===== src/rtl/msgin_pkg.sv =====
package msgin_pkg;
  localparam int BYTE_W = 8;

  typedef enum logic [3:0] {
    EV_NONE      = 4'd0,
    EV_DISC      = 4'd1,
    EV_SAVE      = 4'd2,
    EV_RESTORE   = 4'd3,
    EV_COMPLETE  = 4'd4,
    EV_EXTENDED  = 4'd5,
    EV_REJ_RCVD  = 4'd6,
    EV_NO_MATCH  = 4'd7,
    EV_PHASE_MIS = 4'd8,
    EV_SEND_REJ  = 4'd9,
    EV_IDENT_OK  = 4'd10,
    EV_TAG_OK    = 4'd11
  } evt_e;

  typedef enum logic [3:0] {
    C_UNKNOWN, C_IDENT, C_IDENT_BAD, C_DISC, C_SAVE,
    C_RESTORE, C_COMPLETE, C_EXT, C_REJ, C_NOOP
  } cls_e;

  typedef enum logic [2:0] {
    S_IDLE, S_FIRST, S_SNOOP, S_TAG, S_XLEN, S_XDATA, S_HOST
  } st_e;

  localparam logic [7:0] M_COMPLETE   = 8'h00;
  localparam logic [7:0] M_EXT        = 8'h01;
  localparam logic [7:0] M_SAVE       = 8'h02;
  localparam logic [7:0] M_RESTORE    = 8'h03;
  localparam logic [7:0] M_DISC       = 8'h04;
  localparam logic [7:0] M_REJECT     = 8'h07;
  localparam logic [7:0] M_NOOP       = 8'h08;
  localparam logic [7:0] M_BDR        = 8'h0C;
  localparam logic [7:0] M_SIMPLE_TAG = 8'h20;
  localparam logic [7:0] IDENT_RSVD   = 8'h78;
endpackage


===== src/rtl/msgin_classify.sv =====
module msgin_classify
  import msgin_pkg::*;
(
  input  logic [BYTE_W-1:0] byte_i,
  output cls_e              cls_o
);
  always_comb begin
    if (byte_i[BYTE_W-1]) begin
      cls_o = ((byte_i & IDENT_RSVD) != '0) ? C_IDENT_BAD : C_IDENT;
    end else begin
      unique case (byte_i)
        M_DISC:     cls_o = C_DISC;
        M_SAVE:     cls_o = C_SAVE;
        M_COMPLETE: cls_o = C_COMPLETE;
        M_RESTORE:  cls_o = C_RESTORE;
        M_EXT:      cls_o = C_EXT;
        M_REJECT:   cls_o = C_REJ;
        M_NOOP:     cls_o = C_NOOP;
        default:    cls_o = C_UNKNOWN;
      endcase
    end
  end
endmodule


===== src/rtl/msgin_tag_check.sv =====
module msgin_tag_check #(
  parameter int TAG_W = 8,
  parameter int SLOTS = 16
) (
  input  logic [TAG_W-1:0] tag_i,
  output logic             in_range_o
);
  // tag + (2^TAG_W - SLOTS) carries out exactly when tag >= SLOTS
  localparam int unsigned NEG_I = (1 << TAG_W) - SLOTS;
  localparam logic [TAG_W:0] NEG = NEG_I[TAG_W:0];
  logic [TAG_W:0] sum;
  always_comb begin
    sum        = {1'b0, tag_i} + NEG;
    in_range_o = ~sum[TAG_W];
  end
endmodule


===== src/rtl/msgin_ext_store.sv =====
module msgin_ext_store #(
  parameter int DEPTH = 3,
  parameter int W     = 8
) (
  input  logic               clk,
  input  logic               rst,
  input  logic               clr_i,
  input  logic               we_i,
  input  logic [W-1:0]       d_i,
  output logic [DEPTH*W-1:0] bytes_o
);
  localparam int IDX_W = (DEPTH > 1) ? $clog2(DEPTH) : 1;
  localparam logic [IDX_W-1:0] LAST = IDX_W'(DEPTH - 1);

  logic [IDX_W-1:0] idx;

  always_ff @(posedge clk) begin
    if (rst || clr_i) idx <= '0;
    else if (we_i && idx != LAST) idx <= idx + 1'b1;
  end

  for (genvar g = 0; g < DEPTH; g++) begin : g_slot
    logic [W-1:0] slot_q;
    always_ff @(posedge clk) begin
      if (rst) slot_q <= '0;
      else if (we_i && idx == IDX_W'(g)) slot_q <= d_i;
    end
    assign bytes_o[g*W +: W] = slot_q;
  end

  // the write pointer saturates on the last slot
  p_idx_cap_r9: assert property (@(posedge clk) disable iff (rst)
    idx <= LAST);
endmodule


===== src/rtl/msgin_decoder.sv =====
module msgin_decoder
  import msgin_pkg::*;
#(
  parameter int SLOTS       = 16,
  parameter int EXT_DEPTH   = 3,
  parameter int PHASE_W     = 3,
  parameter logic [PHASE_W-1:0] PHASE_MSGIN = 3'b111
) (
  input  logic                      clk,
  input  logic                      rst,
  input  logic                      start_i,
  input  logic                      req_i,
  input  logic                      perr_i,
  input  logic [PHASE_W-1:0]        phase_i,
  input  logic [7:0]                data_i,
  input  logic                      untagged_hit_i,
  input  logic                      dphase_set_i,
  input  logic                      host_reply_valid_i,
  input  logic [1:0]                host_reply_i,
  output logic                      ack_o,
  output logic                      evt_valid_o,
  output logic [3:0]                evt_code_o,
  output logic                      msgout_req_o,
  output logic [7:0]                msgout_byte_o,
  output logic                      atn_o,
  output logic                      done_o,
  output logic [7:0]                first_byte_o,
  output logic [2:0]                lun_o,
  output logic [7:0]                tag_o,
  output logic [7:0]                ext_len_o,
  output logic [8*EXT_DEPTH-1:0]    ext_bytes_o
);
  localparam logic [8:0] SLOTS_V = 9'(SLOTS);

  st_e        st;
  logic       armed;
  logic       dflag;
  logic [7:0] rem;
  cls_e       cls;
  logic       tag_ok;
  logic       take;
  logic       phase_ok;
  logic       ext_we;
  logic       ext_clr;

  assign take     = armed & req_i & ~perr_i;
  assign phase_ok = (phase_i == PHASE_MSGIN);
  assign ext_we   = (st == S_XDATA) & take & phase_ok;
  assign ext_clr  = (st == S_XLEN)  & take & phase_ok;

  msgin_classify u_cls (.byte_i(data_i), .cls_o(cls));

  msgin_tag_check #(.TAG_W(8), .SLOTS(SLOTS)) u_tag (
    .tag_i(data_i), .in_range_o(tag_ok));

  msgin_ext_store #(.DEPTH(EXT_DEPTH), .W(8)) u_ext (
    .clk(clk), .rst(rst), .clr_i(ext_clr), .we_i(ext_we),
    .d_i(data_i), .bytes_o(ext_bytes_o));

  always_ff @(posedge clk) begin
    if (rst) begin
      st            <= S_IDLE;
      armed         <= 1'b0;
      dflag         <= 1'b0;
      rem           <= '0;
      ack_o         <= 1'b0;
      evt_valid_o   <= 1'b0;
      evt_code_o    <= EV_NONE;
      msgout_req_o  <= 1'b0;
      msgout_byte_o <= '0;
      atn_o         <= 1'b0;
      done_o        <= 1'b0;
      first_byte_o  <= '0;
      lun_o         <= '0;
      tag_o         <= '0;
      ext_len_o     <= '0;
    end else begin
      ack_o        <= 1'b0;
      evt_valid_o  <= 1'b0;
      msgout_req_o <= 1'b0;
      atn_o        <= 1'b0;
      done_o       <= 1'b0;
      if (!req_i)       armed <= 1'b1;
      if (dphase_set_i) dflag <= 1'b1;

      unique case (st)
        S_IDLE: if (start_i) begin
          st    <= S_FIRST;
          armed <= 1'b1;
        end

        S_FIRST: if (take) begin
          first_byte_o <= data_i;
          ack_o        <= 1'b1;
          armed        <= 1'b0;
          done_o       <= 1'b1;
          st           <= S_IDLE;
          unique case (cls)
            C_IDENT: begin
              lun_o <= data_i[2:0];
              if (untagged_hit_i) begin
                evt_valid_o <= 1'b1; evt_code_o <= EV_IDENT_OK;
              end else begin
                done_o <= 1'b0; st <= S_SNOOP;
              end
            end
            C_IDENT_BAD, C_UNKNOWN: begin
              evt_valid_o   <= 1'b1; evt_code_o <= EV_SEND_REJ;
              msgout_req_o  <= 1'b1; msgout_byte_o <= M_REJECT;
              atn_o         <= 1'b1;
            end
            C_DISC:     begin evt_valid_o <= 1'b1; evt_code_o <= EV_DISC; end
            C_COMPLETE: begin evt_valid_o <= 1'b1; evt_code_o <= EV_COMPLETE; end
            C_REJ:      begin evt_valid_o <= 1'b1; evt_code_o <= EV_REJ_RCVD; end
            C_RESTORE: begin
              dflag <= 1'b0;
              evt_valid_o <= 1'b1; evt_code_o <= EV_RESTORE;
            end
            C_SAVE: if (dflag) begin
              evt_valid_o <= 1'b1; evt_code_o <= EV_SAVE;
            end
            C_EXT: begin done_o <= 1'b0; st <= S_XLEN; end
            default: ;
          endcase
        end

        S_SNOOP: if (take) begin
          if (phase_ok && data_i == M_SIMPLE_TAG) begin
            ack_o <= 1'b1; armed <= 1'b0; st <= S_TAG;
          end else begin
            evt_valid_o  <= 1'b1; evt_code_o <= EV_NO_MATCH;
            msgout_req_o <= 1'b1; msgout_byte_o <= M_BDR;
            atn_o        <= 1'b1;
            done_o       <= 1'b1; st <= S_IDLE;
            if (phase_ok) begin ack_o <= 1'b1; armed <= 1'b0; end
          end
        end

        S_TAG: if (take) begin
          done_o <= 1'b1; st <= S_IDLE;
          evt_valid_o <= 1'b1;
          if (!phase_ok) begin
            evt_code_o <= EV_PHASE_MIS;
          end else begin
            ack_o <= 1'b1; armed <= 1'b0;
            tag_o <= data_i;
            if (tag_ok) begin
              evt_code_o <= EV_TAG_OK;
            end else begin
              evt_code_o   <= EV_NO_MATCH;
              msgout_req_o <= 1'b1; msgout_byte_o <= M_BDR;
              atn_o        <= 1'b1;
            end
          end
        end

        S_XLEN: if (take) begin
          if (!phase_ok) begin
            evt_valid_o <= 1'b1; evt_code_o <= EV_PHASE_MIS;
            done_o <= 1'b1; st <= S_IDLE;
          end else begin
            ext_len_o <= data_i;
            rem       <= data_i;
            if (data_i == '0) begin
              evt_valid_o <= 1'b1; evt_code_o <= EV_EXTENDED;
              st <= S_HOST;
            end else begin
              ack_o <= 1'b1; armed <= 1'b0; st <= S_XDATA;
            end
          end
        end

        S_XDATA: if (take) begin
          if (!phase_ok) begin
            evt_valid_o <= 1'b1; evt_code_o <= EV_PHASE_MIS;
            done_o <= 1'b1; st <= S_IDLE;
          end else if (rem == 8'd1) begin
            evt_valid_o <= 1'b1; evt_code_o <= EV_EXTENDED;
            st <= S_HOST;
          end else begin
            rem   <= rem - 8'd1;
            ack_o <= 1'b1; armed <= 1'b0;
          end
        end

        S_HOST: if (host_reply_valid_i) begin
          ack_o  <= 1'b1; armed <= 1'b0;
          done_o <= 1'b1; st <= S_IDLE;
          unique case (host_reply_i)
            2'd1: begin
              evt_valid_o  <= 1'b1; evt_code_o <= EV_SEND_REJ;
              msgout_req_o <= 1'b1; msgout_byte_o <= M_REJECT;
              atn_o        <= 1'b1;
            end
            2'd2: atn_o <= 1'b1;
            default: ;
          endcase
        end

        default: st <= S_IDLE;
      endcase
    end
  end

  // acknowledge is never stretched
  p_ack_single_r2: assert property (@(posedge clk) disable iff (rst)
    ack_o |=> !ack_o);

  // a phase mismatch leaves the byte with the target
  p_phase_mis_noack_r11: assert property (@(posedge clk) disable iff (rst)
    (evt_valid_o && evt_code_o == EV_PHASE_MIS) |-> !ack_o);

  // a clean IDENTIFY has bit 7 set and no reserved bits
  p_ident_clean_r6: assert property (@(posedge clk) disable iff (rst)
    (evt_valid_o && evt_code_o == EV_IDENT_OK) |->
      (first_byte_o[7] && first_byte_o[6:3] == 4'd0));

  // an accepted tag lies below the slot count
  p_tag_range_r8: assert property (@(posedge clk) disable iff (rst)
    (evt_valid_o && evt_code_o == EV_TAG_OK) |-> ({1'b0, tag_o} < SLOTS_V));

  // save event only with the data-phase flag set
  p_save_gate_r4: assert property (@(posedge clk) disable iff (rst)
    (evt_valid_o && evt_code_o == EV_SAVE) |-> $past(dflag));

  // nothing is acknowledged from idle
  p_idle_quiet_r12: assert property (@(posedge clk) disable iff (rst)
    (st == S_IDLE && !start_i) |=> !ack_o || $past(st != S_IDLE));
endmodule


===== config.mk =====
export PLATFORM = sky130hd
export DESIGN_NAME = msgin_decoder
export DESIGN_NICKNAME = d
export VERILOG_FILES = /design/src/rtl/msgin_pkg.sv /design/src/rtl/msgin_classify.sv /design/src/rtl/msgin_tag_check.sv /design/src/rtl/msgin_ext_store.sv /design/src/rtl/msgin_decoder.sv
export SDC_FILE = /design/constraint.sdc
export NUM_CORES = 1
export LEC_CHECK = 0
export BUFFER_PORTS_ARGS = -buffer_cell sky130_fd_sc_hd__buf_2
export CAP_MARGIN = 15
export CELL_PAD_IN_SITES_DETAIL_PLACEMENT = 0
export CELL_PAD_IN_SITES_GLOBAL_PLACEMENT = 1
export CORE_ASPECT_RATIO = 1.1
export CORE_MARGIN = 1.5
export CORE_UTILIZATION = 25
export DETAILED_ROUTE_END_ITERATION = 6
export PLACE_DENSITY_LB_ADDON = 0.1
export SETUP_SLACK_MARGIN = 0.15
export SYNTH_ARGS = -nofsm -noshare
export SYNTH_HDL_FRONTEND = slang
export SYNTH_SLANG_ARGS = --single-unit

===== constraint.sdc =====
create_clock -name clk -period 2 [get_ports clk]
set_input_delay 0.2 -clock clk [delete_from_list [all_inputs] [get_ports clk]]
set_output_delay 0.2 -clock clk [all_outputs]
set_load 0.02 [all_outputs]

Word-level counts from Yosys, hierarchy flattened
Cells that the tools add are included.
{"block": "totals", "latchBits": 0, "mem_bits_rw": 0, "wordCells": 216, "register_bits": 83, "mem_count": 0, "romBits": 0, "in_bits": 21}
{"block": "op_classes", "n_lt_le_gt_ge": 0, "bitwise": 7, "n_mux": 113, "n_shift": 0, "multipliers": 0, "n_reduce_logical": 26, "addsub": 3, "div_mod_pow": 0, "eq_ne": 48}
{"operator": "8-bit two-way mux", "n": 14}
{"operator": "4-bit two-way mux", "n": 17}
{"operator": "4-bit one-hot mux with 7 select lines", "n": 2}
{"operator": "1-bit two-way mux", "n": 53}
{"operator": "8-bit one-hot mux with 4 select lines", "n": 1}
{"operator": "3-bit two-way mux", "n": 10}
{"operator": "2-bit inequality test, second input constant", "n": 14}
{"operator": "4-bit one-hot mux with 6 select lines", "n": 1}
{"operator": "3-bit one-hot mux with 7 select lines", "n": 1}
{"operator": "4-bit by 3-bit equality test with 1-bit output, second input constant", "n": 4}
{"operator": "8-bit by 1-bit equality test with 1-bit output, second input constant", "n": 2}
{"operator": "8-bit by 2-bit equality test with 1-bit output, second input constant", "n": 2}
{"operator": "8-bit by 3-bit equality test with 1-bit output, second input constant", "n": 2}
{"operator": "8-bit one-hot mux with 2 select lines", "n": 1}
{"operator": "14-bit AND reduction", "n": 1}
{"operator": "3-bit equality test, second input constant", "n": 4}
{"operator": "1-bit one-hot mux with 6 select lines", "n": 2}
{"operator": "10-bit AND reduction", "n": 1}
{"operator": "8-bit by 8-bit adder with 9-bit output, second input constant", "n": 1}
{"operator": "3-bit AND reduction", "n": 3}
{"operator": "4-bit by 2-bit equality test with 1-bit output, second input constant", "n": 2}
{"operator": "8-bit by 4-bit equality test with 1-bit output, second input constant", "n": 1}
{"operator": "8-bit by 6-bit equality test with 1-bit output, second input constant", "n": 1}
{"operator": "8-bit zero test", "n": 1}
{"operator": "35 further kinds", "n": 56}

Logic depth before layout (Yosys ltp)
{"block": "depth", "ltp_word": 8, "mapped_depth": 9}

Hierarchy
Synthesis repeated with hierarchy kept, for this count alone.
{"block": "hier_totals", "cells_unflattened": 487, "area_unflattened_um2": 3983.8}
{"module": "msgin_decoder", "seq_area_each_um2": 1041.0, "area_each_um2": 2879.0, "instances": 1, "cells_per_inst": 351}
{"module": "msgin_ext_store", "seq_area_each_um2": 520.5, "area_each_um2": 994.7, "instances": 1, "cells_per_inst": 120}
{"module": "msgin_classify", "seq_area_each_um2": 0.0, "area_each_um2": 97.6, "instances": 1, "cells_per_inst": 15}
{"module": "msgin_tag_check", "seq_area_each_um2": 0.0, "area_each_um2": 12.5, "instances": 1, "cells_per_inst": 1}

Worst setup path before layout
Ideal clock, no wire load.
{"block": "synth_path", "path_kind": "register to register", "start": "register st[0]", "end": "register evt_code_o[3]", "period_less_slack_ns": 1.828, "path_stages_with_launch": 9, "arrival_ns": 1.704, "slack_ns": 0.172, "setup_ns": 0.123, "cell_sequence": "dfxtp_1 buf_6 inv_4 or2_1 buf_2 o311ai_4 nor2_1 nand2_2 mux2_1"}
{"block": "synth_between", "elab_chain_cells": 3, "word_cells_on_any_way": 22}
{"item": "from (decl)", "line_no": "msgin_decoder.sv:35", "rtl": "st_e st;"}
{"item": "from (signal assigned)", "line_no": "msgin_decoder.sv:62", "rtl": "st <= S_IDLE;"}
{"item": "from (signal assigned)", "line_no": "msgin_decoder.sv:88", "rtl": "st <= S_FIRST;"}
{"item": "from (signal assigned)", "line_no": "msgin_decoder.sv:97", "rtl": "st <= S_IDLE;"}
{"item": "3-bit by 1-bit equality test with 1-bit output (tied with other cells)", "line_no": "msgin_decoder.sv:86", "rtl": "unique case (st)"}
{"item": "8-bit by 2-bit inequality test with 1-bit output (no source line) (tied with other cells)"}
{"item": "14-bit AND reduction (no source line)"}
{"item": "to (signal assigned)", "line_no": "msgin_decoder.sv:102", "rtl": "evt_valid_o <= 1'b1; evt_code_o <= EV_IDENT_OK;"}
{"item": "to (signal assigned)", "line_no": "msgin_decoder.sv:108", "rtl": "evt_valid_o <= 1'b1; evt_code_o <= EV_SEND_REJ;"}
{"item": "to (signal assigned)", "line_no": "msgin_decoder.sv:112", "rtl": "C_DISC: begin evt_valid_o <= 1'b1; evt_code_o <= EV_DISC; end"}
{"item": "to (decl)", "line_no": "msgin_decoder.sv:22", "rtl": "output logic [3:0] evt_code_o,"}
Several ways; a longest one is shown, not always the timed one.
A chain may end at the register's enable or synchronous reset.

Final worst setup path
Same ends and word-level chain as after synthesis.

==> key figures <==
STA
  • Clock Skew: 0.00800 ns
  • Max Slew Vio Count: 0
  • Slew @ Worst Pin: 0.536 ns
  • Fmax: 0.552 GHz
  • Total negative slack: 0 ns
  • Relative slew slack: 64.3%
  • Final setup violation count: 0
  • Final WS setup: about 0.19 ns
  • Final period util: 90.6%
  • RSZ-0062 raised after global routing: true
  • Hold Vio Cnt, Final: 0
  • Min Tclk post-route: roughly 1.8 ns

Setup path
  • Crit path capture: evt_code_o[3]
  • Kind of critical path: register to register
  • Worst Path Max Fanout: 14
  • Worst-case reg-to-reg path depth: 7
  • Startpoint types: register
  • Worst path cell trace: buf_6, nor2b_1, nand3_1, a21oi_2, nor2_4, nand2_2, mux2_1
  • CP delay by family, top: simple AND/OR/NAND/NOR gates
  • Critical path launch point: st[0]
  • Crit path largest cell delay: 0.41 ns
  • R2R setup slack: 0.19 ns
  • Crit-path slowest cell: dfxtp_2
  • RR Endpoint: evt_code_o[3]
  • Worst Path Buf+Inv: 1
  • Worst setup EP type: register
  • Arrival @ worst endpoint: 2.04 ns
  • Stages on the worst setup path: 7
  • Worst endpoint required time: between 2 and 2.5 ns
  • Worst flop-to-flop path startpoint: st[0]

Power
  • Pwr Total: 4.10 mW
  • Worst vdd ir: 0.000313 V
  • Pwr Density: 789 nW/µm²
  • Lkg Pwr: 2.05 nW

Logic synthesis
  • Post-Synth Simple-Gate Area: 26.5%
  • Leading area contributor after synthesis: dfxtp_1
  • Mapped Cells: 497
  • Post-synth top cells: 80 x nand2_1, 78 x dfxtp_1, 65 x a21oi_1, 38 x nor2_1, 30 x nand3_1
  • Synthesized area per cell: 7.83 µm²
  • Post-synthesis adder-cell area fraction: 1.93%
  • Post-synthesis compound-gate area fraction: approximately a fifth
  • Post-synth EDFFs: 0
  • Synthesis Warnings: 0
  • #FFs+latches synth: 78
  • Post-Synth XOR/XNOR Area: 0.225%
  • Synthesized cell area: 3890 µm²
  • Post-synthesis mux area share: roughly 4%
  • Top cells by area, synth: dfxtp_1 40%, a21oi_1 8.4%, nand2_1 7.7%
  • Post-synth top flop: dfxtp_1
  • Seq/Total Area, Yosys: between 40% and 50%
  • Top-count cell post-synth: nand2_1
  • Largest family of logic cells by synthesized area: simple AND/OR/NAND/NOR gates
  • Yosys top cell area share: 40.1%
  • Ys async rst share: 0%
  • Distinct cell type count after synthesis: 64

Global route
  • GR Util met2: 26.0%
  • Vias in the first global route: 3762
  • Largest net degree at the start of global routing: 46
  • Grt ovf: 0
  • First-pass GRT wire length: between 20000 and 25000 µm
  • GRT Util Overall: 17.0%
  • Layer carrying the most global-route usage: met2
  • Met1 GRT Util: about a quarter
  • Met3 Use GR: 2.76%
  • Initial antenna violation count: 0

Floorplanning
  • Die H: 134 µm
  • Starting density of the core: 25.7%
  • I/O pin cnt: around 90
  • # rows: 47
  • Die area: 16300 µm²
  • CORE AREA: roughly 15000 µm²
  • Die X: 122 µm

CTS
  • Clock Sink Count: 78
  • CTS buffer count: 9
  • Clk Tree Root Cell: clkbuf_16
  • Htree depth: 3
  • Skew-Pair Late Insertion Delay: 0.34 ns
  • Clock transition at path regs: 0.06 ns
  • CTS tree: yes
  • Hold-fix buffers, CTS: 0
  • Clock Tree Buf Depth: 2

Finish
  • Final net count: 630
  • Fin area: ~5200 µm²
  • Fill cells: 1622
  • Area grow syn2layout: 33.4%
  • Layout cells sized above 1: 30.9%
  • # diodes: 0

Detailed routing
  • Antenna-violating nets left: 0
  • Pre-antenna DRT Iters: 4
  • Vias after detailed routing: a little under 4000
  • Residual DRC: 0
  • Wire per inst: 17.0 µm
  • Drt total wl: 13700 µm
  • Initial detailed-routing violation count: 252
  • Vias per inst: 4.90

Placement
  • Number of port buffers: between 80 and 90
  • Placed standard-cell area: 4730 µm²
  • Final HPWL DP: between 9000 and 10000 µm
  • Worst slack, placed: -0.0467 ns
  • Routability cong.: between 0.8 and 0.9

Flow run
  • MaxCap Viol Count: 0

Run status
  • Status: complete, no violations

Min path
  • Worst min path class: input pin to register
  • Hold Startpoint: dphase_set_i
worst min-delay path by stage:
stage / endpoint / slack [ns] / cells past startpoint
after floorplan: dflag / 0.39 / 2
after global placement: msgout_byte_o[2] / 0.44 / 2
after detailed placement: msgout_byte_o[2] / 0.44 / 2
after CTS: dflag / 0.17 / 3
after global routing: dflag / 0.21 / 3
final: dflag / 0.19 / 3
layout make-up:
type	instances	area, µm²	area share (%)
Multi-Input combinational cell	366	2140	41.2
Sequential cell	78	1570	30.2
Timing Repair Buffer	136	890	17.1
Tap cell	196	245	4.73
Clock buffer	11	243	4.68
Clock inverter	5	57.6	1.11
Inverter	12	47.5	0.916
worst register-to-register path, stage by stage (launching register included):
cell     delay, ns
dfxtp_2       0.41
buf_6         0.19
nor2b_1       0.25
nand3_1       0.12
a21oi_2       0.21
nor2_4        0.06
nand2_2       0.12
mux2_1        0.33
logic make-up after synthesis:
kind of cell               count (synthesis)
AOI/OAI and AO/OA                        127
xor gates and xnor gates                   1
adders and majority gates                  6
buffers and inverters                     56
DFF                                       78
muxes                                     15
other                                      1
and+or+nand+nor                          213
power by group:
part | internal [mW] | switching (mW)
combinational | 0.301 | 0.456
sequential | 1.60 | 0.0344
clock | 1.00 | 0.698
total | 2.91 | 1.19
layout by cell type, fill, tap and decap left out, types with 7 or more instances in the layout:
| cell | Yosys | layout |
|---|---|---|
| a21oi_1 | 65 | 64 |
| buf_2 | 9 | 84 |
| buf_4 | 7 | 45 |
| clkbuf_16 | 0 | 10 |
| dfxtp_1 | 78 | 74 |
| inv_1 | 11 | 11 |
| mux2i_1 | 14 | 14 |
| nand2_1 | 80 | 76 |
| nand2_2 | 3 | 7 |
| nand3_1 | 30 | 30 |
| nor2_1 | 38 | 36 |
| nor3_1 | 15 | 14 |
| o21ai_0 | 24 | 23 |
metrics by stage:
stage | hold WS (ns) | util [%] | cells
after floorplan | 0.392 | - | 500
after global placement | 0.435 | 31.3 | 781
after detailed placement | 0.437 | 31.3 | 781
after CTS | 0.174 | 33.3 | 797
after global routing | 0.208 | 34.3 | 804
final | 0.189 | 34.3 | 804
flip-flops by register name, indices dropped and copies added (netlist names):
name,cells
ack_o,1
armed,1
atn_o,1
dflag,1
done_o,1
evt_code_o,4
evt_valid_o,1
ext_len_o,8
first_byte_o,8
lun_o,3
msgout_byte_o,3
msgout_req_o,1
rem,8
st,3
tag_o,8
u_ext.g_slot.slot_q,24
u_ext.idx,2
per-layer routing:
metal  vias to the layer above  part of all wire (%)
met4                         0                   1.6
met5                         -                     0
met3                        11                   4.6
met1                      1880                    48
li1                       1954                     -
met2                        95                    46
what timing repair did:
item,CTS,global route
setup endpoints to repair,29,33
pin swaps,0,6
gates resized for setup,3,25
setup buffers,0,6
cloned,0,1
Power figures use the tool's default switching activity.
